**config.mk**
```make
export PLATFORM = sky130hd
export DESIGN_NAME = bus_interrupter
export DESIGN_NICKNAME = d
export VERILOG_FILES = /design/src/rtl/irq_pkg.sv /design/src/rtl/irq_request.sv /design/src/rtl/irq_chain.sv /design/src/rtl/bus_interrupter.sv
export SDC_FILE = /design/constraint.sdc
export NUM_CORES = 1
export LEC_CHECK = 0
export BUFFER_PORTS_ARGS = -buffer_cell sky130_fd_sc_hd__clkbuf_2
export CAP_MARGIN = 10
export CORE_MARGIN = 2
export CORE_UTILIZATION = 48
export DETAILED_ROUTE_END_ITERATION = 8
export GPL_ROUTABILITY_DRIVEN = 0
export GPL_TIMING_DRIVEN = 0
export PLACE_DENSITY = 0.82
export SETUP_SLACK_MARGIN = 0.02
export SLEW_MARGIN = 15
export SYNTH_ARGS = -nofsm -noshare
export SYNTH_HDL_FRONTEND = slang
export SYNTH_HIERARCHICAL = 1
export SYNTH_SLANG_ARGS = --single-unit
export TNS_END_PERCENT = 30
```
**constraint.sdc**
```tcl
create_clock -name clk -period 3.4 [get_ports clk]
set_clock_uncertainty 0.2 [all_clocks]
set_input_delay 0.34 -clock clk [delete_from_list [all_inputs] [get_ports clk]]
set_output_delay 0.34 -clock clk [all_outputs]
set_load 0.05 [all_outputs]
```
**src/rtl/irq_pkg.sv**
```systemverilog
package irq_pkg;
    localparam int LVL_W   = 3;
    localparam int NUM_LVL = (1 << LVL_W) - 1;

    typedef enum logic [2:0] {
        CH_IDLE,
        CH_PASS,
        CH_ARM,
        CH_DRIVE,
        CH_HOLD
    } chain_st_t;

    typedef struct packed {
        logic             valid;
        logic [LVL_W-1:0] lvl;
    } req_t;

    // Active-high line mask for a pending request
    function automatic logic [NUM_LVL-1:0] req_lines(input req_t r);
        logic [NUM_LVL-1:0] m;
        for (int i = 0; i < NUM_LVL; i++)
            m[i] = r.valid && (r.lvl == LVL_W'(i + 1));
        return m;
    endfunction
endpackage

```
**src/rtl/irq_request.sv**
```systemverilog
module irq_request
    import irq_pkg::*;
(
    input  logic               clk,
    input  logic               rst,
    input  logic               evt,
    input  logic [LVL_W-1:0]   cfg_level,
    input  logic               cfg_roak,
    input  logic               reg_clr,
    input  logic               ack_release,
    output req_t               req,
    output logic [NUM_LVL-1:0] irq_n
);
    logic set_c, clr_c;

    assign set_c = evt && (cfg_level != '0);
    assign clr_c = cfg_roak ? ack_release : reg_clr;

    always_ff @(posedge clk) begin
        if (rst) begin
            req <= '0;
        end else if (set_c) begin
            // set wins over a simultaneous release; a pending request keeps its level
            if (!req.valid) begin
                req.valid <= 1'b1;
                req.lvl   <= cfg_level;
            end
        end else if (clr_c) begin
            req.valid <= 1'b0;
        end
    end

    assign irq_n = ~req_lines(req);
endmodule

```
**src/rtl/irq_chain.sv**
```systemverilog
module irq_chain
    import irq_pkg::*;
#(
    parameter int VEC_W = 8
) (
    input  logic             clk,
    input  logic             rst,
    input  logic             iack_n,
    input  logic             iack_in_n,
    input  logic             as_n,
    input  logic             ds0_n,
    input  logic [LVL_W-1:0] ack_lvl,
    input  req_t             req,
    input  logic [VEC_W-1:0] cfg_vector,
    output logic             iack_out_n,
    output logic             dtack_n,
    output logic             data_oe,
    output logic [VEC_W-1:0] data_out,
    output logic             ack_release
);
    chain_st_t st, st_nx;
    logic [VEC_W-1:0] vec_q;
    logic ack_seen, mine;

    assign ack_seen    = !iack_n && !iack_in_n && !as_n;
    assign mine        = req.valid && (req.lvl == ack_lvl);
    assign ack_release = (st == CH_ARM) && !iack_in_n && !ds0_n;

    always_comb begin
        st_nx = st;
        case (st)
            CH_IDLE:  if (ack_seen) st_nx = mine ? CH_ARM : CH_PASS;
            CH_PASS:  if (iack_in_n) st_nx = CH_IDLE;
            CH_ARM:   if (iack_in_n) st_nx = CH_IDLE;
                      else if (!ds0_n) st_nx = CH_DRIVE;
            CH_DRIVE: if (iack_in_n) st_nx = CH_IDLE;
                      else if (ds0_n) st_nx = CH_HOLD;
            CH_HOLD:  if (iack_in_n) st_nx = CH_IDLE;
            default:  st_nx = CH_IDLE;
        endcase
    end

    always_ff @(posedge clk) begin
        if (rst) begin
            st    <= CH_IDLE;
            vec_q <= '0;
        end else begin
            st <= st_nx;
            if (ack_release) vec_q <= cfg_vector;
        end
    end

    assign iack_out_n = (st != CH_PASS);
    assign dtack_n    = (st != CH_DRIVE);
    assign data_oe    = (st == CH_DRIVE);
    assign data_out   = (st == CH_DRIVE) ? vec_q : '0;
endmodule

```
**src/rtl/bus_interrupter.sv**
```systemverilog
module bus_interrupter
    import irq_pkg::*;
#(
    parameter int VEC_W = 8
) (
    input  logic               clk,
    input  logic               rst,
    input  logic               evt,
    input  logic [LVL_W-1:0]   cfg_level,
    input  logic [VEC_W-1:0]   cfg_vector,
    input  logic               cfg_roak,
    input  logic               reg_clr,
    output logic [NUM_LVL-1:0] irq_n,
    input  logic               iack_n,
    input  logic               iack_in_n,
    output logic               iack_out_n,
    input  logic               as_n,
    input  logic               ds0_n,
    input  logic [LVL_W-1:0]   ack_lvl,
    output logic [VEC_W-1:0]   data_out,
    output logic               data_oe,
    output logic               dtack_n
);
    req_t req;
    logic ack_release;

    irq_request u_req (
        .clk         (clk),
        .rst         (rst),
        .evt         (evt),
        .cfg_level   (cfg_level),
        .cfg_roak    (cfg_roak),
        .reg_clr     (reg_clr),
        .ack_release (ack_release),
        .req         (req),
        .irq_n       (irq_n)
    );

    irq_chain #(.VEC_W(VEC_W)) u_chain (
        .clk         (clk),
        .rst         (rst),
        .iack_n      (iack_n),
        .iack_in_n   (iack_in_n),
        .as_n        (as_n),
        .ds0_n       (ds0_n),
        .ack_lvl     (ack_lvl),
        .req         (req),
        .cfg_vector  (cfg_vector),
        .iack_out_n  (iack_out_n),
        .dtack_n     (dtack_n),
        .data_oe     (data_oe),
        .data_out    (data_out),
        .ack_release (ack_release)
    );
endmodule

```
=== After elaboration in Yosys (flattened, before gate mapping) ===
Index checks and enable logic that the tools add are counted.

* Equality and inequality tests: 18
* Mux-type cells: 12
* Bitwise logic cells: 2
* Reduce and logical (&&, ||, !) cells: 23

{| class="wikitable"
|+ Operators with widths
! kind !! count
|-
| $mux 3 || 6
|-
| $eq 3x3->1 const B || 5
|-
| $logic_and 1x1->1 || 13
|-
| $eq 3x2->1 const B || 4
|-
| $pmux 3 s4 || 1
|-
| $mux 8 || 1
|-
| $not 7->7 || 1
|-
| $eq 3x1->1 const B || 2
|-
| $ne 3x3->1 const B || 2
|-
| $logic_not 1->1 || 4
|-
| $ne 2x1->1 const B || 2
|-
| $reduce_and 4->1 || 1
|-
| $eq 3x3->1 || 1
|-
| $logic_not 3->1 || 1
|-
| $mux 1 || 3
|-
| $ne 3x1->1 const B || 1
|-
| $ne 3x2->1 const B || 1
|-
| $reduce_bool 3->1 || 1
|-
| $mux 2 || 1
|-
| $reduce_and 2->1 || 1
|-
| $reduce_bool 2->1 || 1
|-
| $reduce_or 2->1 || 1
|-
| $not 1->1 || 1
|}

* Register bits: 15
* Bits of input ports: 23
* Output and inout bits: 18
* Logic and storage cells: 59

=== Depth between registers and ports, before layout ===
Gate-level depths: netlist of the first run.

* Depth in word-level cells: 6
* Depth in mapped cells: 7
* Depth with buffers taken out: 5

=== Hierarchy ===
The synthesis of the first run kept the hierarchy.

{| class="wikitable"
|+ By module, submodules not included
! module !! times used !! cells each !! area each (µm²) !! seq. area each (µm²)
|-
| irq_chain || 1 || 73 || 635.6 || 220.2
|-
| irq_request || 1 || 33 || 229.0 || 80.1
|}

=== Worst setup path before layout of the first run ===
No wires, ideal clock.

* Path type: reg-to-output
* Start point: register u_chain.st[2]
* End point: output port data_out[0]
* Data arrival time: 1.752 ns
* Required time: 2.860 ns
* Slack: 1.108 ns
* Cell stages (with the launch flop): 5
* Path buffers: 2
* Cells stage by stage: dfxtp_1 > clkbuf_2 > and3b_2 > clkbuf_1 > and2_1

* Word-level cells in the longest chain between the ends: 2

{| class="wikitable"
|+ Ends and longest elaborated chain
! element !! line !! RTL
|-
| start, declared || irq_chain.sv:21 || <nowiki>chain_st_t st, st_nx;</nowiki>
|-
| start signal, assigned || irq_chain.sv:48 || <nowiki>st <= st_nx;</nowiki>
|-
| $eq 3x2->1 || - ||
|-
| named net data_oe || bus_interrupter.sv:21 || <nowiki>output logic data_oe,</nowiki>
|-
| $mux 8 || irq_chain.sv:56 || <nowiki>assign data_out = (st == CH_DRIVE) ? vec_q : '0;</nowiki>
|-
| end, declared || bus_interrupter.sv:20 || <nowiki>output logic [VEC_W-1:0] data_out,</nowiki>
|}

The timed path passes the listed nets, and every way through them passes these cells.

=== Worst setup path after layout of the first run ===
* Start point: register u_chain.st[2]
* End point: output port data_out[2]

* Word-level cells in the longest chain between the ends: 2

{| class="wikitable"
|+ Ends and longest elaborated chain
! element !! line
|-
| $eq 3x2->1 || irq_chain.sv:56
|-
| $mux 8 || irq_chain.sv:56
|}

No other way between the ends.

==> results.yml, run 1 <==
pwr:
  p_comb_share_pct: 36.1
  ir_drop_uv: 321
  power_frac_clock_pct: 21.9
  intPower_uw: 306
  p_total_uw: 472
  p_per_area_mw_per_mm2: 422
  leakagePower_nw: 0.495
  p_seq_share_pct: 41.9
  netSwitchingPower_uw: 166
  swShare_pct: 35.1
timing:
  fin_crit_ps: 2300
  rsz0062_at_grt: "no"
  hold_violations: 0
  worst_pin_slew_ps: 454
  fin_hold_ws_ps: 92.9
  fin_tns_setup_ps: 0
  finalWorstSetupSlack_ps: 1100
  max_slew_margin_pct: 69.7
  setup_viol_count_final: 0
  slew_viol_final: 0
  timing.fmax_mhz: 435
  period_share_pct: 67.6
route:
  antenna_left: 0
  wl_per_cell_um: 11.1
  wl_met1_um: 891
  highest_layer: "met4"
  met3WireLength_um: 116
  wl_met2_um: 908
  wirelength_mm: 1.93
  drc: 0
  drt_first_pass_iters: 4
  vias: 858
  vias_per_cell: 4.93
  drt-initial-drc-count: 11
logic_synthesis:
  synth.most_common_cell: "nor2_1"
  synthesis.area_um2: 865
  synth_warnings: 6
  yosysSeqAreaShare_pct: 34.7
  syn-num-nets: 129
  synth_top_area_share_pct: 34.7
  ys_types: 34
  ys_ff_latch: 15
  synth_top_area_cell: "dfxtp_1"
  yosys-top-cells-area: "dfxtp_1 35%, mux2i_1 12%, nor2_1 6.9%"
  synth_edf_count: 0
  ys_async_sr_fraction_pct: 0
  avgSynthCellArea_um2: 8.16
  synthTopCellsByCount: "16 x nor2_1, 15 x dfxtp_1, 10 x mux2i_1, 9 x nand2_1, 8 x and2_1"
  synthCells: 106
  synth_ff_type: "dfxtp_1"
clocking:
  cts_buffers: 3
  clockBufferDepth: 2
  insertion_delay_ps: 280
  cts-root-buf: "clkbuf_4"
  htreeDepth: 1
  cts_sinks: 15
  cts_tree: "done"
  cts_hold_buf: 0
  clkTransAtPathRegs_ps: 90
  cts-resized-gates: 0
  post_cts_buffers: 0
die:
  start_util_pct: 50.6
  io_pins: 41
  rows: 15
  dieWidth_um: 46.4
  die_area_mm2: 0.00216
  fp.dieH_um: 46.4
  core-area_mm2: 0.00171
finish:
  nets: 173
  diodes: 0
  synthToLayoutAreaGrowth_pct: 29.2
  final_cells: 174
  drive_gt1_share_pct: 33.6
global_route:
  grt_overflow: 0
  antenna_found_initial: 0
  grt_pass1_wl_mm: 3.21
  grt_max_degree: 11
  first_global_vias: 760
  groute.usage.overall_pct: 20.6
place:
  port_buffers: 39
  place_inst: 170
  dpl.hpwl_mm: 1.47
  dp_slack_ps: 1420
setup_path:
  crit_required_ps: 2860
  cp_max_fo: 10
  cp-start-kind: "flop"
  endpoint_kind: "primary output"
  arrival_ps: 1760
  critical_path_class: "reg2out"
worst_hold_path:
  hold_path.class: "in2reg"
status:
  status: "finished, final reports clean"
run:
  cap_violations: 0
## cell type report
cell class | count | area (um^2)
Multi-Input combinational cell | 83 | 519
Tap cell | 25 | 31.3
Buffer | 7 | 41.3
Timing Repair Buffer | 39 | 195
Inverter | 1 | 3.75
Clock buffer | 4 | 26.3
Sequential cell | 15 | 300
Fill cell | 141 | 591
## worst paths after layout
kind | cells past startpoint | slack [ps] | end | from
max reg2reg | 5 | 1690 | u_chain/st[2] | u_chain/st[1]
max | 5 | 1100 | data_out[2] | u_chain/st[2]
min reg2reg | 2 | 300 | u_chain/vec_q[0] | u_chain/vec_q[0]
min | 3 | 90 | u_chain/vec_q[1] | cfg_vector[1]
## per-stage QoR
step | utilization (%) | cell area [um^2]
4_1_cts | 65.4 | 1120
2_1_floorplan | - | 865
3_3_place_gp | 63.9 | 1090
3_5_place_dp | 63.9 | 1090
5_1_grt | 65.4 | 1120
6_report | 65.4 | 1120
## sequential cells by signal (all words and copies together) (netlist names)
| name | flops |
|---|---|
| u_chain/vec_q | 8 |
| u_req/req | 4 |
| u_chain/st | 3 |
## metal layers
layer	GRT usage, %	up-vias
met5	0	-
met4	10.3	0
met3	3.14	2
met2	34.4	27
met1	25.5	380
li1	-	449
## cell families (layout without fill, tap and decap cells)
kind of cell    after synthesis  count (layout)  synth area share (%)
buf+inv                       8              51                  5.21
xor+xnor                      4               4                  4.05
flops                        15              15                  34.7
simple gates                 55              55                  34.3
mux                          10              10                  11.6
compound gates               14              14                  10.1
## power by group through the flow
stage               Combinational [mW]  Sequential [mW]  Clock [mW]
global placement                 0.163            0.202           0
finish                           0.170            0.198       0.103
floorplan                        0.131            0.200           0
detailed placement               0.169            0.202           0
CTS                              0.170            0.198       0.107
global route                     0.184            0.200       0.113
## cell usage in the layout, fill, tap and decap left out
master	netlist	layout
clkbuf_2	1	40
nor2_1	16	16
dfxtp_1	15	15
mux2i_1	10	10
nand2_1	9	9
and2_1	8	8
a21oi_1	5	5
nor2b_1	4	4
o21ai_0	4	4
nand3_1	4	4
clkbuf_4	0	3
clkbuf_1	2	3
xor2_1	3	3
buf_2	2	2
nor4_1	2	2
nand2b_1	2	2
buf_6	1	1
buf_4	1	1
and3b_1	1	1
and3b_2	1	1
inv_1	1	1
or3b_2	1	1
xnor2_1	1	1
nor3_1	1	1
or4b_1	1	1
o41ai_1	1	1
a21oi_2	1	1
a32o_1	1	1
or4_1	1	1
a211oi_1	1	1
or2b_1	1	1
or4bb_1	1	1
nand4_1	1	1
and2b_1	1	1
o31ai_1	1	1
## critical path, stage by stage, from the launching register on
cell      delay (ps)
dfxtp_1          310
clkbuf_2         160
and3b_2          260
clkbuf_1         290
and2_1           180
clkbuf_2         280
Note: power is estimated with default switching activity, not from simulation.
==> inputs of run 2 (changes only) <==
Settings changed: CORE_UTILIZATION 48 to 40, PLACE_DENSITY 0.82 to 0.73.
Clock period 3.4 ns to 1.95 ns, I/O delays scaled along.
==> run 2 against run 1 <==
Clock power increased by 72%. Largest cell class unchanged. Critical endpoint is now iack_out_n. Die area increased by 18%. Sequential power increased by 74%.
==> results.yml, run 2 (synthesis results as in run 1) <==
route:
  wl_per_cell_um: 11.5
  vias_per_cell: 5.00
  wirelength_mm: 2.19
  drt-initial-drc-count: 11
  vias: 950
  drt_first_pass_iters: 4
  antenna_left: 0
  drc: 0
setup_path:
  crit_required_ps: 1550
  crit_family: "simple AND/OR/NAND/NOR gates"
  crit_chain: "clkbuf_2 > or3b_2 > clkbuf_2"
  crit_slowest_cell: "or3b_2"
  r2r_slack_ps: 230
  cp-start-kind: "flop"
  cp_max_fo: 10
  max_stage_delay_ps: 460
  arrival_ps: 1450
  critical_path_class: "reg2out"
  worstPathBufferInverterCount: 2
  endpoint_kind: "primary output"
  cpMostUsedCell: "clkbuf_2"
timing:
  setup_viol_count_final: 0
  fin_hold_ws_ps: 15.9
  period_share_pct: 94.7
  finalWorstSetupSlack_ps: 104
  timing.fmax_mhz: 542
  fin_tns_setup_ps: 0
  hold_violations: 0
  max_slew_margin_pct: 70.3
  rsz0062_at_grt: "no"
  worst_pin_slew_ps: 446
  fin_crit_ps: 1850
  slew_viol_final: 0
place:
  port_buffers: 39
  dp_slack_ps: 239
  dpl.hpwl_mm: 1.42
finish:
  layout_common_cells: "32 x clkbuf_2, 16 x nor2_1, 15 x dfxtp_1"
  synthToLayoutAreaGrowth_pct: 50.1
  diodes: 0
  multi_input_area_um2: 528
  ff_latch_area_um2: 300
  regMostFlops: "u_chain/vec_q"
  fin_util_pct: 64.8
  drive_gt1_share_pct: 30.7
  fillerInstances: 171
  nets: 187
  top_regs: "u_chain/vec_q (8), u_req/req (4), u_chain/st (3)"
  final_common_cell: "clkbuf_2"
  largest_reg_flops: 8
clocking:
  insertion_delay_ps: 280
  cts_sinks: 15
  clkTransAtPathRegs_ps: 90
  post_cts_buffers: 0
  clockBufferDepth: 2
  cts-root-buf: "clkbuf_4"
  htreeDepth: 1
  cts_tree: "done"
  cts_buffers: 3
die:
  start_util_pct: 43.2
  rows: 16
  core-area_mm2: 0.00200
  fp.dieH_um: 50.5
  io_pins: 41
  die_area_mm2: 0.00255
  dieWidth_um: 50.5
pwr:
  leakagePower_nw: 0.564
  ir_drop_uv: 476
  p_per_area_mw_per_mm2: 650
global_route:
  grt_pass1_wl_mm: 3.66
  first_global_vias: 883
  grt_max_degree: 12
  groute.usage.overall_pct: 18.6
  grt_overflow: 0
  antenna_found_initial: 0
run:
  cap_violations: 0
worst_hold_path:
  hold_path.class: "in2reg"
status:
  status: "finished, final reports clean"
run 2: what timing repair did:
| action | in CTS | in global routing |
|---|---|---|
| gates resized for setup | 10 | 0 |
| gates cloned | 0 | 1 |
| hold buffers | 14 | 0 |
| hold endpoints to repair | 12 | 0 |
| endpoints found under the setup margin | 8 | 8 |
run 2: worst paths after layout:
check	start	end	cells past startpoint
max	u_chain/st[2]	iack_out_n	3
min	cfg_roak	u_req/req[3]	4
max reg2reg	u_chain/st[1]	u_chain/st[2]	5
min reg2reg	u_chain/vec_q[7]	u_chain/vec_q[7]	2
run 2: layout make-up:
type,count,share of cell area (%)
inverter,1,0.289
sequential,15,23.1
tap,27,2.60
timing repair buffer,53,28.4
buffer,6,2.89
multi-input combinational,84,40.7
clock buffer,4,2.03
run 2: report_power, final:
group | internal [mW] | switching (mW)
registers | 0.328 | 0.0164
logic | 0.144 | 0.176
clock network | 0.0794 | 0.0980
total | 0.552 | 0.291
run 2: stage by stage:
step                      instances  cell area, um^2  power [mW]
after floorplan                 106              866       0.577
after global placement          172             1090       0.637
after detailed placement        172             1090       0.646
after CTS                       189             1290       0.841
after global routing            190             1300       0.897
final                           190             1300       0.843
run 2: worst register-to-register path, stage by stage, from the launching register on:
cell	delay (ps)
dfxtp_1	300
buf_4	160
or4b_1	500
o41ai_1	90
a21oi_2	100
a32o_1	270
run 2: layer usage:
layer  up-vias  wire [um]  track usage (%)
li1        486          -                -
met1       421        958             18.9
met2        38       1030             34.4
met3         5        171             7.14
met4         0         31             5.86
met5         -          0                0
==> inputs of run 3 (changes only) <==
Settings changed: RECOVER_POWER set to 100, TNS_END_PERCENT 30 to 20.
==> run 3 against run 2 <==
Critical path depth unchanged. Final cell count unchanged. Register-to-register slack got worse by 40 ps. First-iteration DRC count increased by 18%. Sequential power barely moved. Combinational power decreased by 3%. Power is 0.71% lower. Worst hold slack got worse by 3.3 ps. Via count down 0.11%. Sequential cell count is the same. Largest cell class unchanged.
==> results.yml, run 3 (synthesis results as in run 1) <==
die:
  die_area_mm2: 0.00255
  core-area_mm2: 0.00200
  rows: 16
  start_util_pct: 43.2
  dieWidth_um: 50.5
  fp.dieH_um: 50.5
  io_pins: 41
global_route:
  first_global_vias: 883
  grt_max_degree: 12
  antenna_found_initial: 0
  groute.usage.overall_pct: 18.6
  grt_overflow: 0
  grt_pass1_wl_mm: 3.66
finish:
  fillerInstances: 177
  final_common_cell: "clkbuf_2"
  drive_gt1_share_pct: 28.2
  diodes: 0
  synthToLayoutAreaGrowth_pct: 47.5
  layout_common_cells: "30 x clkbuf_2, 16 x nor2_1, 15 x dfxtp_1"
  top_regs: "u_chain/vec_q (8), u_req/req (4), u_chain/st (3)"
  regMostFlops: "u_chain/vec_q"
  nets: 187
  largest_reg_flops: 8
worst_hold_path:
  whs_path_depth: 4
  hold_path.class: "in2reg"
  hold_start: "cfg_roak"
  min_to: "u_req/req[3]"
setup_path:
  critical_path_class: "reg2out"
  r2r_slack_ps: 190
  crit_slowest_cell: "or3b_2"
  endpoint_kind: "primary output"
  worstPathBufferInverterCount: 2
  ff2ff_path_depth: 5
  arrival_ps: 1450
  cp_max_fo: 11
  crit_required_ps: 1550
  cp-start-kind: "flop"
  crit_family: "simple AND/OR/NAND/NOR gates"
  reg2reg_from: "u_chain/st[1]"
  max_stage_delay_ps: 460
  crit_chain: "buf_4 > or3b_2 > clkbuf_2"
  timing.rr.end: "u_chain/st[2]"
clocking:
  clockBufferDepth: 2
  cts_tree: "done"
  cts_buffers: 3
  insertion_delay_ps: 280
  clkTransAtPathRegs_ps: 90
  cts_sinks: 15
  htreeDepth: 1
  cts-root-buf: "clkbuf_4"
  post_cts_buffers: 0
timing:
  timing.fmax_mhz: 542
  hold_violations: 0
  fin_crit_ps: 1840
  max_slew_margin_pct: 60.7
  period_share_pct: 94.5
  setup_viol_count_final: 0
  slew_viol_final: 0
  worst_pin_slew_ps: 592
  fin_tns_setup_ps: 0
  rsz0062_at_grt: "no"
route:
  drt-initial-drc-count: 13
  drc: 0
  antenna_left: 0
  drt_first_pass_iters: 4
  wl_per_cell_um: 11.5
  vias_per_cell: 4.99
  wirelength_mm: 2.19
  vias: 949
pwr:
  leakagePower_nw: 0.551
  p_total_uw: 837
  ir_drop_uv: 487
  p_per_area_mw_per_mm2: 657
place:
  port_buffers: 39
  dpl.hpwl_mm: 1.42
run:
  cap_violations: 0
status:
  status: "finished, final reports clean"
## run 3: area by class of cell
class	count	area (um^2)	area share (%)
repair buffers	53	349	27.4
clock buffers	4	26.3	2.06
plain buffers	6	37.5	2.94
multi-input cells	84	524	41.1
well taps	27	33.8	2.65
flip-flops and latches	15	300	23.6
inverters	1	3.75	0.294
## run 3: power breakdown
part / leakage, nW / internal, mW / switching (mW)
clock network: 0.0150 / 0.0794 / 0.100
logic: 0.414 / 0.141 / 0.171
registers: 0.122 / 0.328 / 0.0164
total: 0.551 / 0.549 / 0.288
## run 3: worst max path at each step
stage / cells after the start / slack [ps] / end / from
CTS: 4 / 70 / data_out[1] / u_chain/st[2]
global placement: 5 / 260 / u_chain/st[2] / u_chain/st[1]
finish: 3 / 110 / iack_out_n / u_chain/st[1]
global route: 4 / 10 / data_out[2] / u_chain/st[2]
detailed placement: 5 / 240 / u_chain/st[2] / u_chain/st[1]
floorplan: 4 / 100 / data_out[0] / u_chain/st[2]
## run 3: layer usage
layer / vias up / wire length (um) / part of all wire (%) / GRT usage (%)
met5: - / 0 / 0 / 0
met4: 0 / 31 / 1.4 / 5.86
met3: 5 / 191 / 8.7 / 7.14
met2: 41 / 1040 / 47 / 34.4
met1: 418 / 934 / 43 / 18.9
li1: 485 / - / - / -
## run 3: worst min-delay path: stages
cell	delay, ps
clkbuf_2	90
mux2i_1	60
nand2_1	60
a21oi_1	50
## run 3: repair_timing
action / CTS / global route
pin swaps: 0 / 0
gates resized for setup: 10 / 0
gates cloned: 0 / 1
setup endpoints to repair: 8 / 8
endpoints found under the hold margin: 12 / 0
hold buffers: 14 / 0
## run 3: through the flow
stage	std cells	util (%)	worst slack (ps)	hold WS (ps)	cell area, um^2
after floorplan	106	-	100	64.1	866
after global placement	172	54.7	265	229	1090
after detailed placement	172	54.7	239	245	1090
after CTS	189	64.4	70.8	9.62	1290
after global routing	190	63.7	13.2	19.5	1270
final	190	63.7	106	12.6	1270
